## config.mk

```make
export PLATFORM = sky130hd
export DESIGN_NAME = scsi_dma_chan
export DESIGN_NICKNAME = d
export VERILOG_FILES = /design/src/rtl/scsi_dma_pkg.sv /design/src/rtl/dma_cmd_decode.sv /design/src/rtl/dma_chunk_calc.sv /design/src/rtl/dma_stat_unit.sv /design/src/rtl/scsi_dma_chan.sv
export SDC_FILE = /design/constraint.sdc
export NUM_CORES = 1
export LEC_CHECK = 0
export BUFFER_PORTS_ARGS = -buffer_cell sky130_fd_sc_hd__clkbuf_2
export CORE_MARGIN = 3
export CORE_UTILIZATION = 33
export DETAILED_ROUTE_END_ITERATION = 16
export HOLD_SLACK_MARGIN = 0.06
export PLACE_DENSITY = 0.59
export SKIP_LAST_GASP = 1
export SLEW_MARGIN = 20
export SYNTH_ARGS = -nofsm -noshare
export SYNTH_HDL_FRONTEND = slang
export SYNTH_HIERARCHICAL = 1
export SYNTH_SLANG_ARGS = --single-unit
export TNS_END_PERCENT = 50
```

## constraint.sdc

```tcl
create_clock -name clk -period 9.89 [get_ports clk]
set_input_delay 1.978 -clock clk [delete_from_list [all_inputs] [get_ports clk]]
set_output_delay 1.978 -clock clk [all_outputs]
set_load 0.02 [all_outputs]
```

## src/rtl/scsi_dma_pkg.sv

```systemverilog
package scsi_dma_pkg;

   typedef enum logic [1:0] {
      OP_IDLE  = 2'd0,
      OP_BLAST = 2'd1,
      OP_ABORT = 2'd2,
      OP_START = 2'd3
   } dma_op_e;

   localparam int IDX_CMD   = 0;
   localparam int IDX_SCNT  = 1;
   localparam int IDX_SADDR = 2;
   localparam int IDX_WCNT  = 3;
   localparam int IDX_WADDR = 4;
   localparam int IDX_STAT  = 5;
   localparam int IDX_SLIST = 6;
   localparam int IDX_WLIST = 7;

   localparam int CB_IRQ_DONE = 6;
   localparam int CB_TO_MEM   = 7;

   localparam int STAT_W   = 6;
   localparam int SB_DONE  = 3;
   localparam int SB_SCSI  = 4;
   localparam logic [STAT_W-1:0] STICKY_MASK = 6'b001110;

endpackage

```

## src/rtl/dma_cmd_decode.sv

```systemverilog
module dma_cmd_decode
   import scsi_dma_pkg::*;
(
   input  logic       cmd_wr,
   input  logic [1:0] op_bits,
   output logic       op_start,
   output logic       op_idle,
   output logic       op_abort
);
   dma_op_e op;

   always_comb begin
      op       = dma_op_e'(op_bits);
      op_start = cmd_wr && (op == OP_START);
      op_idle  = cmd_wr && (op == OP_IDLE);
      op_abort = cmd_wr && (op == OP_ABORT);
   end
endmodule

```

## src/rtl/dma_chunk_calc.sv

```systemverilog
module dma_chunk_calc #(
   parameter int DATA_W = 32,
   parameter int LEN_W  = 16
) (
   input  logic              req,
   input  logic              to_mem,
   input  logic              cmd_to_mem,
   input  logic [LEN_W-1:0]  len,
   input  logic [DATA_W-1:0] wcount,
   output logic              accept,
   output logic [LEN_W-1:0]  grant,
   output logic              last
);
   localparam int PAD_W = DATA_W - LEN_W;

   logic [DATA_W-1:0] len_ext;
   logic [DATA_W-1:0] lim;

   always_comb begin
      len_ext = {{PAD_W{1'b0}}, len};
      accept  = req && (to_mem == cmd_to_mem);
      lim     = (len_ext < wcount) ? len_ext : wcount;
      grant   = accept ? lim[LEN_W-1:0] : '0;
      last    = accept && (lim == wcount);
   end
endmodule

```

## src/rtl/dma_stat_unit.sv

```systemverilog
module dma_stat_unit #(
   parameter int NBITS = 6
) (
   input  logic             clk,
   input  logic             rst_n,
   input  logic             wipe,
   input  logic [NBITS-1:0] set_mask,
   input  logic [NBITS-1:0] clr_mask,
   output logic [NBITS-1:0] stat
);
   for (genvar b = 0; b < NBITS; b++) begin : g_bit
      always_ff @(posedge clk or negedge rst_n) begin
         if (!rst_n)            stat[b] <= 1'b0;
         else if (wipe)         stat[b] <= 1'b0;
         else if (set_mask[b])  stat[b] <= 1'b1;
         else if (clr_mask[b])  stat[b] <= 1'b0;
      end
   end
endmodule

```

## src/rtl/scsi_dma_chan.sv

```systemverilog
module scsi_dma_chan
   import scsi_dma_pkg::*;
#(
   parameter int                DATA_W    = 32,
   parameter int                LEN_W     = 16,
   parameter logic [DATA_W-1:0] WADDR_RST = 32'hFFFF_FFFF,
   parameter logic [DATA_W-1:0] WLIST_RST = 32'hFFFF_FFFD
) (
   input  logic              clk,
   input  logic              rst_n,
   input  logic              stat_w1c_mode,
   input  logic              reg_wr,
   input  logic              reg_rd,
   input  logic [2:0]        reg_idx,
   input  logic [DATA_W-1:0] reg_wdata,
   output logic [DATA_W-1:0] reg_rdata,
   input  logic              xfer_req,
   input  logic              xfer_to_mem,
   input  logic [LEN_W-1:0]  xfer_len,
   output logic [LEN_W-1:0]  xfer_grant,
   output logic [DATA_W-1:0] xfer_addr,
   input  logic              core_irq,
   input  logic              core_cmd_done,
   output logic              dma_run,
   output logic              dma_abort,
   output logic              irq
);
   localparam int NREG  = 8;
   localparam int PAD_W = DATA_W - LEN_W;
   localparam int SPAD  = DATA_W - STAT_W;

   if (DATA_W < 8) begin : g_chk_data
      $error("DATA_W must hold the command bits");
   end
   if (LEN_W >= DATA_W) begin : g_chk_len
      $error("LEN_W must be narrower than DATA_W");
   end

   logic [NREG-1:0]   wr_hit;
   logic              op_start, op_idle, op_abort;
   logic [DATA_W-1:0] cmd_q, scnt_q, saddr_q, slist_q;
   logic [DATA_W-1:0] wcnt_q, waddr_q, wlist_q;
   logic [STAT_W-1:0] stat_q, set_mask, clr_mask;
   logic              accept, last;
   logic              run_q, abort_q;

   for (genvar i = 0; i < NREG; i++) begin : g_hit
      assign wr_hit[i] = reg_wr && (reg_idx == 3'(i));
   end

   dma_cmd_decode u_dec (
      .cmd_wr   (wr_hit[IDX_CMD]),
      .op_bits  (reg_wdata[1:0]),
      .op_start (op_start),
      .op_idle  (op_idle),
      .op_abort (op_abort)
   );

   dma_chunk_calc #(.DATA_W(DATA_W), .LEN_W(LEN_W)) u_chunk (
      .req        (xfer_req),
      .to_mem     (xfer_to_mem),
      .cmd_to_mem (cmd_q[CB_TO_MEM]),
      .len        (xfer_len),
      .wcount     (wcnt_q),
      .accept     (accept),
      .grant      (xfer_grant),
      .last       (last)
   );

   always_comb begin
      set_mask          = '0;
      set_mask[SB_DONE] = core_cmd_done || last;
      clr_mask          = '0;
      if (stat_w1c_mode && wr_hit[IDX_STAT])
         clr_mask = reg_wdata[STAT_W-1:0] & STICKY_MASK;
      else if (!stat_w1c_mode && reg_rd && (reg_idx == 3'(IDX_STAT)))
         clr_mask = STICKY_MASK;
   end

   dma_stat_unit #(.NBITS(STAT_W)) u_stat (
      .clk      (clk),
      .rst_n    (rst_n),
      .wipe     (op_start),
      .set_mask (set_mask),
      .clr_mask (clr_mask),
      .stat     (stat_q)
   );

   always_ff @(posedge clk or negedge rst_n) begin
      if (!rst_n) begin
         cmd_q   <= '0;
         scnt_q  <= '0;
         saddr_q <= '0;
         slist_q <= '0;
      end else begin
         if (wr_hit[IDX_CMD])   cmd_q   <= reg_wdata;
         if (wr_hit[IDX_SCNT])  scnt_q  <= reg_wdata;
         if (wr_hit[IDX_SADDR]) saddr_q <= reg_wdata;
         if (wr_hit[IDX_SLIST]) slist_q <= reg_wdata;
      end
   end

   always_ff @(posedge clk or negedge rst_n) begin
      if (!rst_n) begin
         wcnt_q  <= '0;
         waddr_q <= WADDR_RST;
         wlist_q <= WLIST_RST;
      end else if (op_start) begin
         wcnt_q  <= scnt_q;
         waddr_q <= saddr_q;
         wlist_q <= slist_q;
      end else begin
         if (core_cmd_done)  wcnt_q <= '0;
         else if (accept)    wcnt_q <= wcnt_q - {{PAD_W{1'b0}}, xfer_grant};
         if (accept)         waddr_q <= waddr_q + {{PAD_W{1'b0}}, xfer_grant};
      end
   end

   always_ff @(posedge clk or negedge rst_n) begin
      if (!rst_n) begin
         run_q   <= 1'b0;
         abort_q <= 1'b0;
      end else begin
         if (op_start)     run_q <= 1'b1;
         else if (op_idle) run_q <= 1'b0;
         abort_q <= op_abort;
      end
   end

   always_comb begin
      unique case (reg_idx)
         3'(IDX_CMD):   reg_rdata = cmd_q;
         3'(IDX_SCNT):  reg_rdata = scnt_q;
         3'(IDX_SADDR): reg_rdata = saddr_q;
         3'(IDX_WCNT):  reg_rdata = wcnt_q;
         3'(IDX_WADDR): reg_rdata = waddr_q;
         3'(IDX_STAT):  reg_rdata = {{SPAD{1'b0}}, stat_q | (STAT_W'(core_irq) << SB_SCSI)};
         3'(IDX_SLIST): reg_rdata = slist_q;
         default:       reg_rdata = wlist_q;
      endcase
   end

   assign xfer_addr = waddr_q;
   assign dma_run   = run_q;
   assign dma_abort = abort_q;
   assign irq       = stat_q[SB_DONE] && cmd_q[CB_IRQ_DONE];

endmodule

```

==> results of run 1 <==
placed cells by master, fill, tap and decap left out, types with 23 or more instances in the layout:
cell type	synthesis	final
ha_1	48	48
inv_1	52	51
nand2_1	128	128
o21ai_0	120	120
clkbuf_16	0	25
nor2_1	70	68
clkbuf_2	0	139
mux2i_1	43	43
a21oi_1	68	68
xor2_1	47	47
dfstp_2	63	63
mux2_2	172	172
xnor2_1	23	23
dfrtp_1	169	169
power by group through the flow:
stage	Clock, mW	Sequential (mW)	Combinational, mW
final	1.02	1.60	2.31
after global placement	0	1.59	2.26
after global routing	1.07	1.63	2.53
after detailed placement	0	1.61	2.28
after CTS	1.03	1.59	2.29
after floorplan	0	1.51	1.63
layer usage:
layer  track usage [%]  vias up
met3             2.443       55
met4             4.626        6
met5                 0        -
met2             31.93      398
met1             30.40     5873
li1                  -     5255
sequential cells by signal, indices dropped and copies added, names as in the netlist:
register / cells
cmd_q: 32
saddr_q: 32
scnt_q: 32
slist_q: 32
wcnt_q: 32
wlist_q: 32
xfer_addr: 32
u_stat/stat: 6
dma_abort: 1
dma_run: 1
path summary, 6_finish.rpt:
path | start | end | slack [ns]
max | xfer_len[13] | xfer_grant[1] | 3.12
min | scnt_q[17]$_DFFE_PN0P_ | wcnt_q[17]$_DFFE_PN0P_ | 0.50
max reg2reg | wcnt_q[15]$_DFFE_PN0P_ | xfer_addr[31]$_DFFE_PN1P_ | 4.52
min reg2reg | scnt_q[17]$_DFFE_PN0P_ | wcnt_q[17]$_DFFE_PN0P_ | 0.50
max in group asynchronous | rst_n | wcnt_q[28]$_DFFE_PN0P_ | 6.87
min in group asynchronous | rst_n | slist_q[30]$_DFFE_PN0P_ | 1.50
metrics by stage:
step | util [%] | hold slack, ns | setup slack [ns] | instance area, µm² | power [mW]
after floorplan | - | 0.4531 | 3.945 | 14230 | 3.147
after global placement | 36.54 | 0.4846 | 3.188 | 15430 | 3.850
after detailed placement | 36.54 | 0.4933 | 3.110 | 15430 | 3.880
after CTS | 38.62 | 0.5045 | 3.107 | 16310 | 4.912
after global routing | 38.64 | 0.5192 | 2.947 | 16320 | 5.229
final | 38.64 | 0.4984 | 3.122 | 16320 | 4.934
layout make-up:
type                       count  area [µm²]
inverter                      53       198.9
tap                          539       674.4
clock inverter                12       187.7
sequential                   232        5884
timing repair buffer         154       815.8
multi-input combinational   1030        7864
clock buffer                  32       691.9
fill                        4165       25910
cell usage after synthesis (7+ instances only):
| cell | n | area, µm² |
|---|---|---|
| and3_1 | 7 | 43.79 |
| nor4_1 | 13 | 81.33 |
| xnor2_1 | 23 | 201.4 |
| clkbuf_1 | 42 | 157.7 |
| nand2_1 | 128 | 480.5 |
| mux2i_1 | 43 | 430.4 |
| nand4_1 | 12 | 75.07 |
| a22o_1 | 19 | 166.4 |
| o21ai_1 | 8 | 40.04 |
| ha_1 | 48 | 600.6 |
| dfrtp_1 | 169 | 4229 |
| nor2b_1 | 7 | 43.79 |
| o221ai_1 | 8 | 70.07 |
| mux2_2 | 172 | 1937 |
| nor3_1 | 9 | 45.04 |
| buf_2 | 17 | 85.08 |
| a211oi_1 | 8 | 60.06 |
| dfstp_2 | 63 | 1655 |
| a21oi_1 | 68 | 340.3 |
| xor2_1 | 47 | 411.6 |
| a32oi_1 | 7 | 61.31 |
| inv_1 | 52 | 195.2 |
| a22oi_1 | 7 | 52.55 |
| o21a_1 | 19 | 142.6 |
| o21ai_0 | 120 | 600.6 |
| a21o_1 | 10 | 75.07 |
| and2_1 | 7 | 43.79 |
| nand3_1 | 20 | 100.1 |
| o211ai_1 | 7 | 52.55 |
| a31oi_1 | 20 | 125.1 |
| mux4_2 | 13 | 292.8 |
| nor2_1 | 70 | 262.8 |
| buf_1 | 16 | 60.06 |
worst max-delay path: cells and delay by family:
| kind | cells | cell delay (ns) |
|---|---|---|
| compound gates | 3 | 1.41 |
| fa+ha+maj | 1 | 0.31 |
| buf+inv | 2 | 0.36 |
| simple gates | 2 | 0.74 |
cells by family after synthesis:
kind of cell | share of synthesized area, %
flops | 41.43
compound gates | 16.22
other cells | 0.02640
xor+xnor | 4.316
simple gates | 11.12
buf+inv | 3.664
mux | 18.73
fa+ha+maj | 4.510
==> reports/qor.yml, run 1 <==
sta:
  period_needed_ns: 6.768
  skew_ns: 0.01018
  timing.final.crit_share_pct: 68.44
  final_max_slew_viol_count: 0
  hold_viol: 0
  rsz0062_at_grt: "false"
  relSlewSlack_pct: 28.09
  worst_slew_pin_slew_ns: 1.076
  max_clock_freq_mhz: 147.7
  setup_viol: 0
  setup_tns_ns: 0
global_route:
  globalRoute.totalOverflow: 0
  antenna_found_initial: 3
  grt_pass1_wl_um: 71590
  track_usage_pct: 20.42
  grt_pass1_vias: 11450
  grt_max_degree: 106
floorplan:
  dieArea_mm2: 0.04557
  fp-row-count: 75
  core_mm2: 0.04223
  die_w_um: 213.5
  die_y_um: 213.5
  io_pins: 143
  initial_core_util_pct: 33.64
critical_path:
  worst_path_max_delay_cell: "a21oi_2"
  worstPathRequired_ns: 7.91
  cp.arrival_ns: 4.79
  cp_cell_sequence: "clkbuf_2, ha_1, nand4_1, or4_1, o32a_1, a21oi_2, a22o_1, clkbuf_2"
  cp-start-kind: "input port"
  crit_top_cell: "clkbuf_2"
  critical-path-max-stage-delay_ns: 0.64
  end_kind: "output pin"
  path_max_fanout: 16
  critical_path_class: "in2out"
  worst_r2r_path_depth: 14
yosys:
  synthArstFlopShare_pct: 100.0
  synth_edf_count: 0
  syn_inst: 1385
  postSynthAreaPerCell_um2: 10.26
  ys_seq_area_share_pct: 41.43
  yosysUniqueCellTypes: 85
  ys_ff_latch: 232
  synthFlopType: "dfrtp_1"
  synth_area_mm2: 0.01420
  ys_warn_count: 6
power_and_ir_drop:
  internal-power_mw: 2.837
  seq_power_share_pct: 32.5
  clockPowerShare_pct: 20.6
  power_density_mw_per_mm2: 302.4
  combPwrFrac_pct: 46.9
  power.share.switching_pct: 42.50
  vdd_drop_max_mv: 0.1275
  leakage_nw: 6.868
  power.switching_mw: 2.097
layout:
  drive_gt1_share_pct: 31.86
  num-nets-final: 1605
  final_cells: 2052
  diodes: 0
  syn2layout_area_growth_pct: 14.87
routing:
  viasPerCell: 5.647
  initialDrtViolationCount: 1082
  antenna_left: 0
  drt-met1-wl_um: 22240
  wl_per_cell_um: 23.09
  met3_length_um: 3095
  highest_layer: "met5"
  wirelength_um: 47370
  first_pass_iters: 7
  wl_met2_um: 21190
  vias: 11590
  route.detailed.drc: 0
clock_tree:
  postCtsHoldBufs: 0
  cts-root-buf: "clkbuf_16"
  path_clk_slew_ns: 0.07
  cts_tree: "done"
  cts_buffer_depth: 3
  cts_buffers: 24
  cts_setup_buffers: 0
  cts_max_level: 1
  clock_latency_ns: 0.54
  cts_resized: 0
  clkSinkCount: 232
placed_design:
  dp_cells: 2008
  hpwlAfterDp_um: 34430
  io_buffers: 142
  routabilityCongestion: 0.9023
hold_path:
  holdCritPathClass: "reg2reg"
  min_path_cells: 2
status:
  status: "finished clean"
flow_run:
  max-cap-violations: 0
Note: power is estimated with default switching activity, not from simulation.
==> run 2: changes to the inputs <==
--- a/config.mk
+++ b/config.mk
@@ -5,12 +5,13 @@
 export SDC_FILE = /design/constraint.sdc
 export NUM_CORES = 1
 export LEC_CHECK = 0
+export ABC_AREA = 1
 export BUFFER_PORTS_ARGS = -buffer_cell sky130_fd_sc_hd__clkbuf_2
 export CORE_MARGIN = 3
 export CORE_UTILIZATION = 33
 export DETAILED_ROUTE_END_ITERATION = 16
 export HOLD_SLACK_MARGIN = 0.06
-export PLACE_DENSITY = 0.59
+export PLACE_DENSITY = 0.6
 export SKIP_LAST_GASP = 1
 export SLEW_MARGIN = 20
 export SYNTH_ARGS = -nofsm -noshare
==> constraint.sdc (replaced) <==
create_clock -name clk -period 5.8 [get_ports clk]
set_input_delay 1.16 -clock clk [delete_from_list [all_inputs] [get_ports clk]]
set_output_delay 1.16 -clock clk [all_outputs]
set_load 0.02 [all_outputs]
==> run 2 against run 1 <==
Effect of this change: wire length grew 10%; die area grew 4.0%; register-to-register slack lost 3.1 ns; critical path depth grew 4; sequential cell count is the same; count of clock-buffer cells in the layout grew 6; synthesized area grew 4.2%; worst setup slack lost 2.1 ns; final cell count grew 30%; total power grew 37%; clock skew grew 0.0025 ns.
==> reports/qor.yml, run 2 <==
sta:
  skew_ns: 0.01267  # was 0.01018 ns
  worst_slew_pin_slew_ns: 0.9172  # was 1.076 ns
  max_clock_freq_mhz: 211.4
  period_needed_ns: 4.730
  relSlewSlack_pct: 38.85  # was 28.09%
  setup_viol: 0  # unchanged
  final_max_slew_viol_count: 0  # unchanged
  setup_ws_ns: 1.070  # was 3.122 ns
  setup_tns_ns: 0  # unchanged
  timing.final.crit_share_pct: 81.55
  rsz0062_at_grt: "false"  # unchanged
  hold_viol: 0  # unchanged
hold_path:
  worstHoldEndpoint: "cmd_q[16]$_DFFE_PN0P_"  # was wcnt_q[17]$_DFFE_PN0P_
  hp-start: "cmd_q[16]$_DFFE_PN0P_"  # was scnt_q[17]$_DFFE_PN0P_
  holdCritPathClass: "reg2reg"  # unchanged
  min_path_cells: 2  # unchanged
placed_design:
  dpl_worst_slack_ns: 0.8026  # was 3.110 ns
  routabilityCongestion: 0.9431  # was 0.9023
  hpwlAfterDp_um: 39220  # was 34,430 µm
  io_buffers: 142  # unchanged
  dp_cells: 2627  # was 2,008
critical_path:
  path_max_fanout: 62  # was 16
  worst_r2r_path_depth: 20  # was 14
  critical_path_class: "in2out"  # unchanged
  r2r_start: "wcnt_q[7]$_DFFE_PN0P_"  # was wcnt_q[15]$_DFFE_PN0P_
  reg2reg_to: "wcnt_q[24]$_DFFE_PN0P_"  # was xfer_addr[31]$_DFFE_PN1P_
  r2r_setup_slack_ns: 1.44  # was 4.52 ns
  cp.arrival_ns: 3.57  # was 4.79 ns
  end_kind: "output pin"  # unchanged
  cp-start-kind: "input port"  # unchanged
  worstPathRequired_ns: 4.64  # was 7.91 ns
global_route:
  grt_pass1_wl_um: 80470  # was 71,590 µm
  track_usage_pct: 21.65  # was 20.42%
  globalRoute.totalOverflow: 0  # unchanged
  grt_pass1_vias: 13190  # was 11,450
  antenna_found_initial: 0  # was 3
  grt_max_degree: 136  # was 106
floorplan:
  fp-row-count: 76  # was 75
  die_y_um: 217.8  # was 213.5 µm
  io_pins: 143  # unchanged
  die_w_um: 217.8  # was 213.5 µm
  initial_core_util_pct: 33.90  # was 33.64%
  dieArea_mm2: 0.04742  # was 0.04557 mm²
  core_mm2: 0.04365  # was 0.04223 mm²
routing:
  viasPerCell: 5.250  # was 5.647
  route.detailed.drc: 0  # unchanged
  drt-met1-wl_um: 24830  # was 22,240 µm
  first_pass_iters: 6  # was 7
  highest_layer: "met4"  # was met5
  met3_length_um: 4037  # was 3095 µm
  wl_met2_um: 22450  # was 21,190 µm
  wl_per_cell_um: 19.52  # was 23.09 µm
  wirelength_um: 52210  # was 47,370 µm
  vias: 14040  # was 11,590
  initialDrtViolationCount: 1436  # was 1,082
  antenna_left: 0  # unchanged
layout:
  fillerInstances: 4554  # was 4,165
  final_common_cell: "nand2_1"  # was mux2_2
  final_cells: 2675  # was 2,052
  num-nets-final: 2180  # was 1,605
  syn2layout_area_growth_pct: 13.52  # was 14.87%
  drive_gt1_share_pct: 17.56  # was 31.86%
  diodes: 0  # unchanged
  layout_common_cells: "nand2_1 (448), inv_1 (273), dfrtp_1 (169), a21oi_1 (153), clkbuf_2 (141)"  # was mux2_2 (172), dfrtp_1 (169), clkbuf_2 (139), nand2_1 (128), o21ai_0 (120)
clock_tree:
  cts_tree: "done"  # unchanged
  clkSinkCount: 232  # unchanged
  cts_buffer_depth: 3  # unchanged
  cts_resized: 0  # unchanged
  cts_buffers: 26  # was 24
  path_clk_slew_ns: 0.06  # was 0.07 ns
  postCtsHoldBufs: 0  # unchanged
  cts-root-buf: "clkbuf_16"  # unchanged
  cts_max_level: 1  # unchanged
  cts_setup_buffers: 0  # unchanged
  clock_latency_ns: 0.55  # was 0.54 ns
yosys:
  ys_seq_area_share_pct: 39.77  # was 41.43%
  netlist_top_cells_area: "dfrtp_1 (29%), nand2_1 (11%), dfstp_2 (11%)"  # was dfrtp_1 (30%), mux2_2 (14%), dfstp_2 (12%)
  synthTopCellsByCount: "nand2_1 (449), inv_1 (273), dfrtp_1 (169)"  # was mux2_2 (172), dfrtp_1 (169), nand2_1 (128)
  synth_edf_count: 0  # unchanged
  yosysUniqueCellTypes: 48  # was 85
  synthArstFlopShare_pct: 100.0  # unchanged
  synthFlopType: "dfrtp_1"  # unchanged
  yosys.area_share.simple_pct: 22.21  # was 11.12%
  muxShareOfSynthArea_pct: 0  # was 18.73%
  syn_inst: 1952  # was 1,385
  yosys.area_share.adder_pct: 4.329  # was 4.510%
  yosys.area.top_type: "dfrtp_1"  # unchanged
  synth-xor-area-share_pct: 0.7695  # was 4.316%
  ys_warn_count: 6  # unchanged
  synth_top_area_share_pct: 28.58  # was 29.77%
  synth_compound_area_share_pct: 21.90  # was 16.22%
  synth_area_mm2: 0.01480  # was 0.01420 mm²
  postSynthAreaPerCell_um2: 7.580  # was 10.26 µm²
  ys_ff_latch: 232  # unchanged
  yosysMostFrequentCell: "nand2_1"  # was mux2_2
  synth_top_family_by_area: "simple AND/OR/NAND/NOR gates"  # was multiplexers
power_and_ir_drop:
  power_density_mw_per_mm2: 402.0  # was 302.4 mW/mm²
  seq_power_share_pct: 38.5  # was 32.5%
  vdd_drop_max_mv: 0.1856  # was 0.1275 mV
  clockPowerShare_pct: 25.1  # was 20.6%
  internal-power_mw: 3.946  # was 2.837 mW
  power.switching_mw: 2.806  # was 2.097 mW
  leakage_nw: 8.071  # was 6.868 nW
  power.share.switching_pct: 41.55  # was 42.50%
  combPwrFrac_pct: 36.4  # was 46.9%
flow_run:
  max-cap-violations: 0  # unchanged
status:
  status: "finished clean"  # unchanged
[run 2: cell types whose count changed in the layout (fill, tap and decap cells not counted), sizes merged, moves of 75 or more]
cell	change
nand2	+335
inv	+233
mux2	-172
nand3	+100
a21oi	+86
nor2	+75
[run 2: cell families after synthesis]
kind of cell	Yosys count
AND/OR/NAND/NOR	773
other	1
AO/OA/AOI/OAI	518
buffers and inverters	365
adder cells (fa/ha/maj)	50
flip-flops	232
XOR/XNOR	13
[run 2: per-stage QoR]
stage               cell area (µm²)  utilization [%]  hold WS [ns]  total power [mW]
CTS                           16790            38.47        0.4875             6.754
floorplan                     14820                -        0.4533             4.090
global route                  16800            38.48        0.4992             7.177
finish                        16800            38.48        0.4840             6.752
global placement              15920            36.47        0.4661             5.009
detailed placement            15920            36.47        0.4739             5.037
[run 2: area by class of cell]
cell class	instances	area, µm²	area share (%)
Clock buffer	38	767.0	4.566
Multi-Input combinational cell	1362	7330	43.63
Inverter	284	1066	6.346
Clock inverter	10	107.6	0.6406
Tap cell	585	732.0	4.358
Sequential cell	232	5884	35.03
Timing Repair Buffer	164	910.9	5.423
[run 2: power groups by stage]
stage / Combinational [mW] / Sequential, mW / Clock, mW
after floorplan: 1.56 / 2.53 / 0
after global placement: 2.41 / 2.60 / 0
after detailed placement: 2.43 / 2.61 / 0
after CTS: 2.44 / 2.58 / 1.73
after global routing: 2.73 / 2.65 / 1.80
final: 2.46 / 2.60 / 1.70
[run 2: worst max-delay path by stage]
stage / slack [ns] / cells past startpoint / startpoint / endpoint
2_1_floorplan: 1.24 / 26 / xfer_len[5] / xfer_addr[26]$_DFFE_PN1P_
3_3_place_gp: 0.79 / 21 / xfer_len[5] / wcnt_q[8]$_DFFE_PN0P_
3_5_place_dp: 0.80 / 24 / xfer_len[5] / wcnt_q[18]$_DFFE_PN0P_
4_1_cts: 1.06 / 12 / xfer_len[5] / xfer_grant[2]
5_1_grt: 0.90 / 12 / xfer_len[5] / xfer_grant[2]
6_report: 1.07 / 12 / xfer_len[5] / xfer_grant[2]
[run 2: worst max-delay path: stages]
cell	delay (ns)
clkbuf_2	0.10
ha_1	0.30
a21oi_1	0.15
nor2_1	0.05
nor3_1	0.12
nand2_1	0.08
nand2_1	0.07
nand2_2	0.07
nand2_4	0.45
nor2_1	0.08
a211oi_1	0.62
clkbuf_2	0.29
[run 2: layer usage]
layer,vias up,GRT usage (%)
li1,6748,-
met3,47,3.846
met4,0,4.436
met2,492,32.39
met5,-,0
met1,6756,32.68
